$ cat src/rtl/zc_gain_pkg.sv
package zc_gain_pkg;
  localparam int CODE_W = 8;
  localparam int GAIN_W = CODE_W + 1;
  localparam int UNITY_CODE = 192;

  function automatic logic signed [GAIN_W-1:0] code_to_halfdb(input logic [CODE_W-1:0] code);
    logic signed [GAIN_W-1:0] wide;
    wide = $signed({1'b0, code});
    if (code == '0) return '0;
    return wide - GAIN_W'(UNITY_CODE);
  endfunction

  function automatic logic code_is_mute(input logic [CODE_W-1:0] code);
    return (code == '0);
  endfunction
endpackage

$ cat src/rtl/zc_crossing_det.sv
module zc_crossing_det (
  input  logic clk,
  input  logic rst_n,
  input  logic sig_neg,
  output logic rise_cross
);
  logic neg_q;

  always_ff @(posedge clk) begin
    if (!rst_n) neg_q <= 1'b0;
    else        neg_q <= sig_neg;
  end

  // previous sample negative, current non-negative
  assign rise_cross = neg_q & ~sig_neg;
endmodule

$ cat src/rtl/zc_timeout_timer.sv
module zc_timeout_timer #(
  parameter int TIMEOUT_MS = 16,
  localparam int CNT_W = $clog2(TIMEOUT_MS + 1)
) (
  input  logic             clk,
  input  logic             rst_n,
  input  logic             restart,
  input  logic             run,
  input  logic             tick,
  output logic             expire,
  output logic [CNT_W-1:0] count
);
  logic [CNT_W-1:0] cnt_q;

  always_ff @(posedge clk) begin
    if (!rst_n)        cnt_q <= '0;
    else if (restart)  cnt_q <= '0;
    else if (!run)     cnt_q <= '0;
    else if (tick)     cnt_q <= cnt_q + 1'b1;
  end

  assign expire = run & ~restart & tick & (cnt_q == CNT_W'(TIMEOUT_MS - 1));
  assign count  = cnt_q;
endmodule

$ cat src/rtl/zc_gain_decode.sv
module zc_gain_decode
  import zc_gain_pkg::*;
(
  input  logic [CODE_W-1:0]        code,
  output logic                     mute,
  output logic signed [GAIN_W-1:0] gain_half_db
);
  always_comb begin
    mute         = code_is_mute(code);
    gain_half_db = code_to_halfdb(code);
  end
endmodule

$ cat src/rtl/zc_gain_ctrl.sv
module zc_gain_ctrl
  import zc_gain_pkg::*;
#(
  parameter int TIMEOUT_MS = 16
) (
  input  logic                     clk,
  input  logic                     rst_n,
  input  logic                     req_valid,
  input  logic [CODE_W-1:0]        req_code,
  input  logic                     zc_en,
  input  logic                     sig_neg,
  input  logic                     ms_tick,
  output logic [CODE_W-1:0]        active_code,
  output logic                     mute,
  output logic signed [GAIN_W-1:0] gain_half_db
);
  localparam int CNT_W = $clog2(TIMEOUT_MS + 1);

  logic [CODE_W-1:0] active_q, pend_code_q;
  logic              pend_valid_q;
  logic              crossing, tmo_expire;
  logic [CNT_W-1:0]  tmo_cnt;

  // named events for the checker
  logic apply_now, accept_pend, cancel_pend, flush_pend;

  assign apply_now   = req_valid & ~zc_en;
  assign accept_pend = req_valid & zc_en & (req_code != active_q);
  assign cancel_pend = req_valid & zc_en & (req_code == active_q);
  assign flush_pend  = pend_valid_q & ~req_valid & (crossing | tmo_expire | ~zc_en);

  zc_crossing_det u_cross (
    .clk        (clk),
    .rst_n      (rst_n),
    .sig_neg    (sig_neg),
    .rise_cross (crossing)
  );

  zc_timeout_timer #(.TIMEOUT_MS(TIMEOUT_MS)) u_timer (
    .clk     (clk),
    .rst_n   (rst_n),
    .restart (accept_pend),
    .run     (pend_valid_q),
    .tick    (ms_tick),
    .expire  (tmo_expire),
    .count   (tmo_cnt)
  );

  always_ff @(posedge clk) begin
    if (!rst_n) begin
      active_q     <= '0;
      pend_code_q  <= '0;
      pend_valid_q <= 1'b0;
    end else begin
      if (apply_now)       active_q <= req_code;
      else if (flush_pend) active_q <= pend_code_q;

      if (accept_pend) pend_code_q <= req_code;

      if (req_valid)       pend_valid_q <= accept_pend;
      else if (flush_pend) pend_valid_q <= 1'b0;
    end
  end

  assign active_code = active_q;

  zc_gain_decode u_dec (
    .code         (active_q),
    .mute         (mute),
    .gain_half_db (gain_half_db)
  );
endmodule

$ cat config.mk
export PLATFORM = sky130hd
export DESIGN_NAME = zc_gain_ctrl
export DESIGN_NICKNAME = d
export VERILOG_FILES = /design/src/rtl/zc_gain_pkg.sv /design/src/rtl/zc_crossing_det.sv /design/src/rtl/zc_timeout_timer.sv /design/src/rtl/zc_gain_decode.sv /design/src/rtl/zc_gain_ctrl.sv
export SDC_FILE = /design/constraint.sdc
export NUM_CORES = 1
export LEC_CHECK = 0
export ABC_AREA = 1
export BUFFER_PORTS_ARGS = -buffer_cell sky130_fd_sc_hd__buf_2
export CAP_MARGIN = 20
export CORE_MARGIN = 5
export CORE_UTILIZATION = 47
export DETAILED_ROUTE_END_ITERATION = 16
export PLACE_DENSITY = 0.85
export SKIP_CTS_REPAIR_TIMING = 1
export SYNTH_ARGS = -nofsm -noshare
export SYNTH_HDL_FRONTEND = slang
export SYNTH_HIERARCHICAL = 1
export SYNTH_SLANG_ARGS = --single-unit
$ cat constraint.sdc
create_clock -name clk -period 1.8 [get_ports clk]
set_input_delay 0.09 -clock clk [delete_from_list [all_inputs] [get_ports clk]]
set_output_delay 0.09 -clock clk [all_outputs]
set_load 0.02 [all_outputs]
==> flow_summary_export.csv <==
group,metric,value,unit
drt,vias,1311,
timing,finalHoldViolCount,0,
global_route,antenna_found_initial,0,
cts,cts_sinks,23,
critical_path,cp_top_family,"simple AND/OR/NAND/NOR gates",
floorplanning,rows,19,
synthesis,synth_top_area_share,35.28,%
power_and_ir_drop,peakVddDrop,0.7541,mV
critical_path,crit_chain,"xnor2_1, nand2_1, nor2_2, nand2_2, nand2_2, inv_2, nor3b_2, nor2_1, nand2_1, nand3_2, nand2_4, buf_6, o21ai_1, nor2_1",
synthesis,syn_nets,219,
power_and_ir_drop,p_per_area,676.3,nW/um^2
drt,ant_nets,0,
cts,clkTransAtPathRegs,0.13,ns
floorplanning,ios,32,
timing,grt_setup_unrepaired,"yes",
critical_path,cp_max_fo,5,
global_route,grt.total_usage,13.78,%
status,status,"finished clean",
global_route,grt_pass1_wl,4505,microns
cts,clk_path_buf_depth,2,
floorplanning,core,2710,sq um
synthesis,yosys.area.top_type,"dfxtp_1",
critical_path,critPathArrivalTime,2.04,ns
synthesis,async_flop_share,0,%
drt,vias_per_cell,4.892,
synthesis,yosysUniqueCellTypes,21,
hold_path,hold_class,"in2reg",
floorplanning,die_h,62.70,microns
timing,fmax,557.2,MHz
place,io_buffers,31,
drt,firstDrtPassIters,4,
drt,routedWlPerCell,10.93,microns
final_layout,antenna_cells,0,
final_layout,drive_gt1_share,34.60,%
critical_path,crit_buf_inv,2,
global_route,grt_max_degree,20,
synthesis,synthFlopType,"dfxtp_1",
synthesis,synth_enable_flop_cells,0,
global_route,gr-total-overflow,0,
timing,fin_crit_sh,99.71,%
final_layout,area_delta_synth_final,25.79,%
final_layout,nets,256,
timing,drv_slew,0,
critical_path,crit_path_top_delay_cell,"dfxtp_4",
timing,slew_headroom,55.94,%
floorplanning,die_area,3931,sq um
final_layout,layout.cells.non_filler,268,
timing,setup_viol_count_final,0,
cts,cts-root-buf,"clkbuf_4",
power_and_ir_drop,power.static_leakage,0.0008260,uW
power_and_ir_drop,power,1110,uW
place,gp_congestion,0.7872,
synthesis,ys_seq_elements,23,
timing,hold-worst-slack,0.1076,ns
job,drv_cap,0,
synthesis,syn_area,1305,sq um
timing,post-route-min-period,1.795,ns
cts,cts_tree,"yes",
place,hpwlAfterDp,2005,microns
floorplanning,start_util,48.15,%
drt,drt-total-wl,2928,microns
synthesis,synthesis.area_per_instance,6.493,sq um
synthesis,synthCells,201,
synthesis,yosys_warnings,6,
drt,drc,0,
floorplanning,dieWidth,62.70,microns
cts,clock_latency,0.32,ns
place,dp_cells,254,
drt,drt_iter0_drc,57,
cts,htreeDepth,1,
timing,setup_tns,0,ns
critical_path,crit_required,2.05,ns
synthesis,synth.area.top_cells,"dfxtp_1 (35%), nand2_1 (15%), nor2_1 (7.8%), inv_1 (6.9%), a21oi_1 (5.4%)",
synthesis,seq_area_frac_synth,35.28,%
critical_path,cp_slowest_stage_delay,0.39,ns
global_route,first_global_vias,1074,
critical_path,critical_path_class,"reg2reg",
timing,skew,0.01273,ns
critical_path,cp-start-kind,"flop",
cts,cts_buffers,3,
critical_path,end_kind,"flop",
timing,worstMarginPinSlew,0.6610,ns
final_layout,post-route-util,60.57,%
[per-layer routing]
metal	track usage (%)	vias to the layer above	wire [microns]
met5	0	-	0
met4	4.509	0	25
met3	4.856	4	217
met2	24.35	42	1507
met1	15.19	575	1178
li1	-	690	-
[power breakdown]
part | internal, uW | leakage [uW] | total [uW] | switching (uW)
clock network | 86.7 | 0.0000150 | 240 | 153
logic | 120 | 0.000617 | 308 | 188
registers | 538 | 0.000194 | 562 | 24.8
total | 745 | 0.000826 | 1110 | 366
[synthesized netlist by cell type (4+ instances only)]
cell / n
o21ai_1: 7
o21ai_0: 7
nand2_1: 53
ha_1: 4
nor2_1: 27
a21oi_1: 14
nand3_1: 11
clkbuf_1: 8
dfxtp_1: 23
buf_6: 4
inv_1: 24
o21ai_2: 4
[registers in the layout, summed over array words and instances (netlist names)]
| signal | flops |
|---|---|
| pend_code_q | 8 |
| pend_valid_q | 1 |
| active_code | 8 |
| u_timer/count | 5 |
| u_cross/neg_q | 1 |
[layout by cell type, fill, tap and decap left out, types with 2 or more instances in the layout]
cell and n:
clkbuf_4 3, nor2_2 4, ha_1 3, inv_2 4, buf_2 31, o21ai_2 8, dfxtp_1 13, nand2_2 3
o21ai_1 7, dfxtp_4 5, a21oi_1 13, xnor2_1 2, buf_4 10, nor2_1 26, dfxtp_2 5, inv_1 20
o21ai_0 3, nand2_1 52, nand3_1 10
[path summary, 6_finish.rpt]
| kind | startpoint | to | slack (ns) | depth (start not counted) |
|---|---|---|---|---|
| setup reg to reg | active_code[7]$_SDFFE_PN0P_ | active_code[7]$_SDFFE_PN0P_ | 0.005 | 14 |
| hold reg to reg | active_code[0]$_SDFFE_PN0P_ | active_code[0]$_SDFFE_PN0P_ | 0.49 | 2 |
| hold / removal | ms_tick | u_timer/count[0]$_SDFFE_PP0P_ | 0.11 | 4 |
| setup / recovery | active_code[7]$_SDFFE_PN0P_ | active_code[7]$_SDFFE_PN0P_ | 0.005 | 14 |
[worst min-delay path, stage by stage]
cell and delay [ns]:
buf_2 0.15, nand2_2 0.07, inv_1 0.05, nor2_1 0.04
[through the flow]
stage | setup WS (ns) | area (sq um)
2_1_floorplan | 0.0001089 | 1335
6_report | 0.005200 | 1642
4_1_cts | -0.06679 | 1503
3_5_place_dp | -0.06302 | 1476
3_3_place_gp | 0.001951 | 1476
5_1_grt | -0.1284 | 1642
[cell families after synthesis]
group                      synth area share, %
DFF                                      35.28
buffers and inverters                    13.23
and+or+nand+nor                          31.64
xor gates and xnor gates                 2.014
adders and majority gates                3.835
AOI/OAI and AO/OA                        14.00
[area by class of cell]
class / instances / area, sq um
fillers: 260 / 1069
inverters: 26 / 102.6
multi-input cells: 140 / 730.7
repair inverters: 1 / 6.256
clock buffers: 4 / 26.28
well taps: 31 / 38.79
flip-flops and latches: 23 / 485.5
repair buffers: 43 / 251.5
Power figures use the tool's default switching activity.
